<file path="config.mk">
export PLATFORM = sky130hd
export DESIGN_NAME = shadow_attr_decoder
export DESIGN_NICKNAME = d
export VERILOG_FILES = /design/src/rtl/shadow_attr_pkg.sv /design/src/rtl/shadow_rst_sync.sv /design/src/rtl/shadow_cfg_regs.sv /design/src/rtl/shadow_region_decode.sv /design/src/rtl/shadow_attr_decoder.sv
export SDC_FILE = /design/constraint.sdc
export NUM_CORES = 2
export LEC_CHECK = 0
export BUFFER_PORTS_ARGS = -buffer_cell sky130_fd_sc_hd__buf_4
export CORE_MARGIN = 4
export CORE_UTILIZATION = 25
export CTS_CLUSTER_DIAMETER = 30
export DETAILED_ROUTE_END_ITERATION = 10
export GPL_ROUTABILITY_DRIVEN = 0
export PLACE_DENSITY = 0.5
export RECOVER_POWER = 25
export REMOVE_ABC_BUFFERS = 1
export SETUP_SLACK_MARGIN = 0.5
export SLEW_MARGIN = 20
export SYNTH_ARGS = -nofsm -noshare
export SYNTH_HDL_FRONTEND = slang
export SYNTH_HIERARCHICAL = 1
export SYNTH_SLANG_ARGS = --single-unit
</file>
<file path="constraint.sdc">
create_clock -name clk -period 136.8 [get_ports clk]
set_input_delay 13.68 -clock clk [delete_from_list [all_inputs] [get_ports clk]]
set_output_delay 13.68 -clock clk [all_outputs]
set_load 0.01 [all_outputs]
</file>
<file path="src/rtl/shadow_attr_pkg.sv">
package shadow_attr_pkg;
  localparam int unsigned NREG      = 256;
  localparam int unsigned OFF_W     = $clog2(NREG);
  localparam int unsigned BIOS_OFF  = 8'h59;
  localparam int unsigned OPT_OFF   = 8'h5A;
  localparam int unsigned OPT_REGS  = 6;

  typedef logic [7:0] byte_t;

  function automatic logic is_fixed(input logic [7:0] off);
    return (off <= 8'h03) || (off >= 8'h08 && off <= 8'h0B) || (off == 8'h0E);
  endfunction

  function automatic byte_t reset_byte(input logic [7:0] off);
    byte_t v;
    case (off)
      8'h00: v = 8'h86;
      8'h01: v = 8'h80;
      8'h02: v = 8'hA3;
      8'h03: v = 8'h04;
      8'h04: v = 8'h06;
      8'h07: v = 8'h02;
      8'h08: v = 8'h03;
      8'h0B: v = 8'h06;
      8'h50: v = 8'h80;
      8'h52: v = 8'h40;
      8'h57: v = 8'h31;
      8'h60, 8'h61, 8'h62, 8'h63, 8'h64: v = 8'h02;
      default: v = 8'h00;
    endcase
    return v;
  endfunction
endpackage

</file>
<file path="src/rtl/shadow_rst_sync.sv">
module shadow_rst_sync #(
  parameter int unsigned STAGES = 2
) (
  input  logic clk,
  input  logic rst_n,
  output logic rst_n_sync
);
  logic [STAGES-1:0] sync_q;
  logic [STAGES-1:0] sync_d;

  always_comb sync_d = {sync_q[STAGES-2:0], 1'b1};

  always_ff @(posedge clk or negedge rst_n) begin
    if (!rst_n) sync_q <= '0;
    else        sync_q <= sync_d;
  end

  assign rst_n_sync = sync_q[STAGES-1];
endmodule

</file>
<file path="src/rtl/shadow_cfg_regs.sv">
module shadow_cfg_regs
  import shadow_attr_pkg::*;
(
  input  logic             clk,
  input  logic             rst_n,
  input  logic             wr_en,
  input  logic [OFF_W-1:0] wr_off,
  input  byte_t            wr_data,
  input  logic [OFF_W-1:0] rd_off,
  output byte_t            rd_data,
  output byte_t            regs [NREG]
);
  genvar gi;
  generate
    for (gi = 0; gi < NREG; gi++) begin : g_byte
      if (is_fixed(gi[7:0])) begin : g_const
        assign regs[gi] = reset_byte(gi[7:0]);
      end else begin : g_store
        byte_t val_q;
        byte_t val_d;
        logic  hit;
        assign hit = wr_en && (wr_off == gi[OFF_W-1:0]);
        always_comb val_d = hit ? wr_data : val_q;
        always_ff @(posedge clk or negedge rst_n) begin
          if (!rst_n) val_q <= reset_byte(gi[7:0]);
          else        val_q <= val_d;
        end
        assign regs[gi] = val_q;
      end
    end
  endgenerate

  assign rd_data = regs[rd_off];
endmodule

</file>
<file path="src/rtl/shadow_region_decode.sv">
module shadow_region_decode
  import shadow_attr_pkg::*;
#(
  parameter int unsigned ADDR_W    = 20,
  parameter int unsigned SEG_SHIFT = 14
) (
  input  logic [ADDR_W-1:0] addr,
  input  logic              is_write,
  input  byte_t             bios_attr,
  input  byte_t             opt_attr [OPT_REGS],
  output logic              internal
);
  localparam int unsigned TOP_W   = ADDR_W - SEG_SHIFT;
  localparam int unsigned OPT_SEGS = 2 * OPT_REGS;
  localparam logic [TOP_W-1:0] OPT_BASE = TOP_W'(12 << (TOP_W - 4));
  localparam logic [TOP_W-1:0] BIOS_BASE = TOP_W'(15 << (TOP_W - 4));

  logic [TOP_W-1:0] seg;
  logic [TOP_W-1:0] rel;
  logic [3:0]       nib;
  logic             in_bios;
  logic             in_opt;

  always_comb begin
    seg     = addr[ADDR_W-1:SEG_SHIFT];
    rel     = seg - OPT_BASE;
    in_bios = (seg >= BIOS_BASE);
    in_opt  = (seg >= OPT_BASE) && (rel < TOP_W'(OPT_SEGS));
    nib     = 4'h0;
    if (in_bios) begin
      nib = bios_attr[7:4];
    end else if (in_opt) begin
      nib = rel[0] ? opt_attr[rel[TOP_W-1:1]][7:4] : opt_attr[rel[TOP_W-1:1]][3:0];
    end
    if (in_bios || in_opt) internal = is_write ? nib[1] : nib[0];
    else                   internal = 1'b1;
  end
endmodule

</file>
<file path="src/rtl/shadow_attr_decoder.sv">
module shadow_attr_decoder
  import shadow_attr_pkg::*;
#(
  parameter int unsigned ADDR_W = 20,
  parameter int unsigned FUNC_W = 3
) (
  input  logic              clk,
  input  logic              rst_n,
  input  logic [FUNC_W-1:0] cfg_func,
  input  logic [7:0]        cfg_off,
  input  logic              cfg_we,
  input  logic [7:0]        cfg_wdata,
  output logic [7:0]        cfg_rdata,
  input  logic [ADDR_W-1:0] mem_addr,
  input  logic              mem_is_write,
  output logic              route_internal,
  output logic              bios_shadowed
);
  logic  rst_n_int;
  logic  func0;
  logic  wr_ok;
  byte_t rd_raw;
  byte_t regs [NREG];
  byte_t opt_attr [OPT_REGS];

  shadow_rst_sync #(.STAGES(2)) u_rst (
    .clk(clk), .rst_n(rst_n), .rst_n_sync(rst_n_int)
  );

  assign func0 = (cfg_func == '0);
  assign wr_ok = cfg_we && func0;

  shadow_cfg_regs u_regs (
    .clk(clk), .rst_n(rst_n_int),
    .wr_en(wr_ok), .wr_off(cfg_off), .wr_data(cfg_wdata),
    .rd_off(cfg_off), .rd_data(rd_raw), .regs(regs)
  );

  genvar gk;
  generate
    for (gk = 0; gk < OPT_REGS; gk++) begin : g_opt
      assign opt_attr[gk] = regs[OPT_OFF + gk];
    end
  endgenerate

  shadow_region_decode #(.ADDR_W(ADDR_W), .SEG_SHIFT(14)) u_dec (
    .addr(mem_addr), .is_write(mem_is_write),
    .bios_attr(regs[BIOS_OFF]), .opt_attr(opt_attr),
    .internal(route_internal)
  );

  assign cfg_rdata     = func0 ? rd_raw : 8'hFF;
  assign bios_shadowed = regs[BIOS_OFF][4];
endmodule

</file>
==> key figures <==
Run status
  – Outcome: finished with violations
  – Failing checks: max-capacitance violations, max-slew violations

CTS
  – H-tree depth: 5
  – Root Buffer: clkbuf_16
  – Maximum root-to-sink buffer count: 4
  – Post-cts sizing count: 0
  – TritonCTS buffer count: 467
  – Cts hold-fix bufs: 0
  – CTS sink count: 1978
  – TritonCTS clock tree: built
  – Worst-skew pair later-pin latency: 920 ps
  – Post-CTS Setup Bufs: 0
  – Worst-path clk slew: 40 ps

Drt
  – Final ANT Viol Nets: 0
  – Via-to-Cell Ratio: 4.87
  – Via count: 55300
  – DR DRC count: 0
  – 1st-iter DRT viols: 3468
  – Total iterations of the first detailed-routing run: 6
  – Routed wire length per instance: 25.7 um
  – Total Wirelength: 292 mm

Finish
  – Multi-input gate area: 39400 um^2
  – Post-route insts no fill: 11300
  – Area Overhead vs Synth: 24.0%
  – Register Area: 49500 um^2
  – Final Net Count: 6205
  – Layout cells sized above 1: 0.523
  – Fill cell count: 35500

Min path
  – Min-Delay Startpoint: u_rst/sync_q[0]$_DFF_PN0_
  – HP Class: flop to flop

Global routing
  – GR Overflow Total: 0
  – Initial antenna violation count: 13
  – Vias in the first global route: 60000
  – Largest net degree at the start of global routing: 167
  – Global-route wire length before repair: 429 mm
  – Global Route Usage Sum: 0.154

Synth
  – Syn. warnings: 6
  – Post-synthesis instance area: 91100 um^2
  – Synth Instances: 5974
  – Syn Area/Cell: 15.2 um^2

Timing
  – Slew Limit Fails: 1038
  – Fin Clk Skew: 54.5 ps
  – Fmax: 29.7 MHz
  – Final Setup Violations: 0
  – Hold slack final: 350 ps
  – Unrepaired setup endpoints after global routing: no
  – Setup TNS: 0 ps
  – Slew headroom: -4.95
  – Fin. Hold Viols: 0
  – Final Critical Period: 33680 ps
  – Worst Tran Pin Value: 8920 ps
  – Fin crit share: 0.246

Setup path
  – Critical Path Source Type: input port
  – Worst-path maximum fanout: 72
  – Worst EP arrival: 20000 ps
  – Top cell by count, worst path: buf_4
  – Req. time, crit path: 123120 ps
  – FF-to-FF Start: u_rst/sync_q[1]$_DFF_PN0_
  – Crit-path cells: buf_8, buf_12, buf_4, buf_4, buf_4, mux4_2, mux2_2, o221ai_1, o21ai_0, o2111ai_1, a311o_1, o221ai_1, or4_1, buf_4
  – Crit. End Element: output port
  – Worst path bufs/invs: 6
  – R2r worst-path depth: 5
  – Stages on worst setup path: 14
  – CP Class: input port to output port
  – FF-to-FF End: u_regs/g_byte[193].g_store.val_q[6]$_DFFE_PN0P_
  – R2r setup slk: 123080 ps
  – Slowest library cell on the worst path: buf_4
  – Delay-heaviest family, CP: buffers and inverters
  – Slowest stage delay, CP: 660 ps
  – Crit. Startpoint: cfg_off[0]
  – Critical Path End: cfg_rdata[5]

Power
  – Worst VDD drop: 11.2 uV
  – Cell area power density: 16.0 nW/um^2
  – PnR Total Power: 0.00181 W
  – Pleak: 53.1 nW

Floorplanning
  – Die width: 612 um
  – Die height: 612 um
  – Ports: 53
  – Core region area: 363000 um^2
  – Die area: 374000 um^2
  – FP Rows: 221
  – Initial core utilization: 0.251

Placement
  – Port buffer count: 38
  – Placed Cells: 10500
  – DP HPWL: 181 mm

Run
  – Max Cap Viol: 14
## stage by stage
step | instance area, um^2 | util | worst slack (ps)
finish | 113000 | 0.311 | 103130
detailed placement | 96400 | 0.266 | 102980
CTS | 113000 | 0.312 | 102970
global placement | 96400 | 0.266 | 102800
global route | 113000 | 0.311 | 102760
floorplan | 88800 | - | 77600
## state kept, by name, indices dropped and copies added (netlist names)
name	count
u_regs/g_byte.g_store.val_q	1976
u_rst/sync_q	2
## cell type report
type / count / area share
diodes: 9 / 0.000199
clock buffers: 661 / 0.120
clock inverters: 196 / 0.0260
inverters: 8 / 0.000310
multi-input cells: 3531 / 0.349
flip-flops and latches: 1978 / 0.438
well taps: 4794 / 0.0531
repair buffers: 172 / 0.0127
## worst min path at each step
| stage | to | slack, ps | depth (start not counted) |
|---|---|---|---|
| 4_1_cts | u_rst/sync_q[1]$_DFF_PN0_ | 350 | 0 |
| 3_5_place_dp | u_rst/sync_q[1]$_DFF_PN0_ | 340 | 0 |
| 6_report | u_rst/sync_q[1]$_DFF_PN0_ | 350 | 0 |
| 2_1_floorplan | u_rst/sync_q[1]$_DFF_PN0_ | 330 | 0 |
| 5_1_grt | u_rst/sync_q[1]$_DFF_PN0_ | 360 | 0 |
| 3_3_place_gp | u_rst/sync_q[1]$_DFF_PN0_ | 340 | 0 |
## cells in the final DEF (no fill, tap or decap), types with 67 or more instances in the layout
cell type     n
nor2_1      171
clkinv_2     90
mux4_2      457
mux2_2     1992
clkbuf_1     96
dfrtp_1    1965
nand2_1     243
clkbuf_8    111
buf_4       136
o21ai_0      67
clkbuf_16   472
mux2i_1     154
## report_power, final
part / switching (W) / internal (W)
logic: 0.0000531 / 0.0000182
clock network: 0.000344 / 0.000801
registers: 0.00000253 / 0.000592
## layer usage
layer  GRT usage  vias up  share of wire
met2       0.247     1511           0.47
met5           0        -       0.000045
li1            -    22900              -
met4      0.0575        2          0.037
met1       0.208    30400           0.44
met3      0.0267      564          0.050
Power figures use the tool's default switching activity.
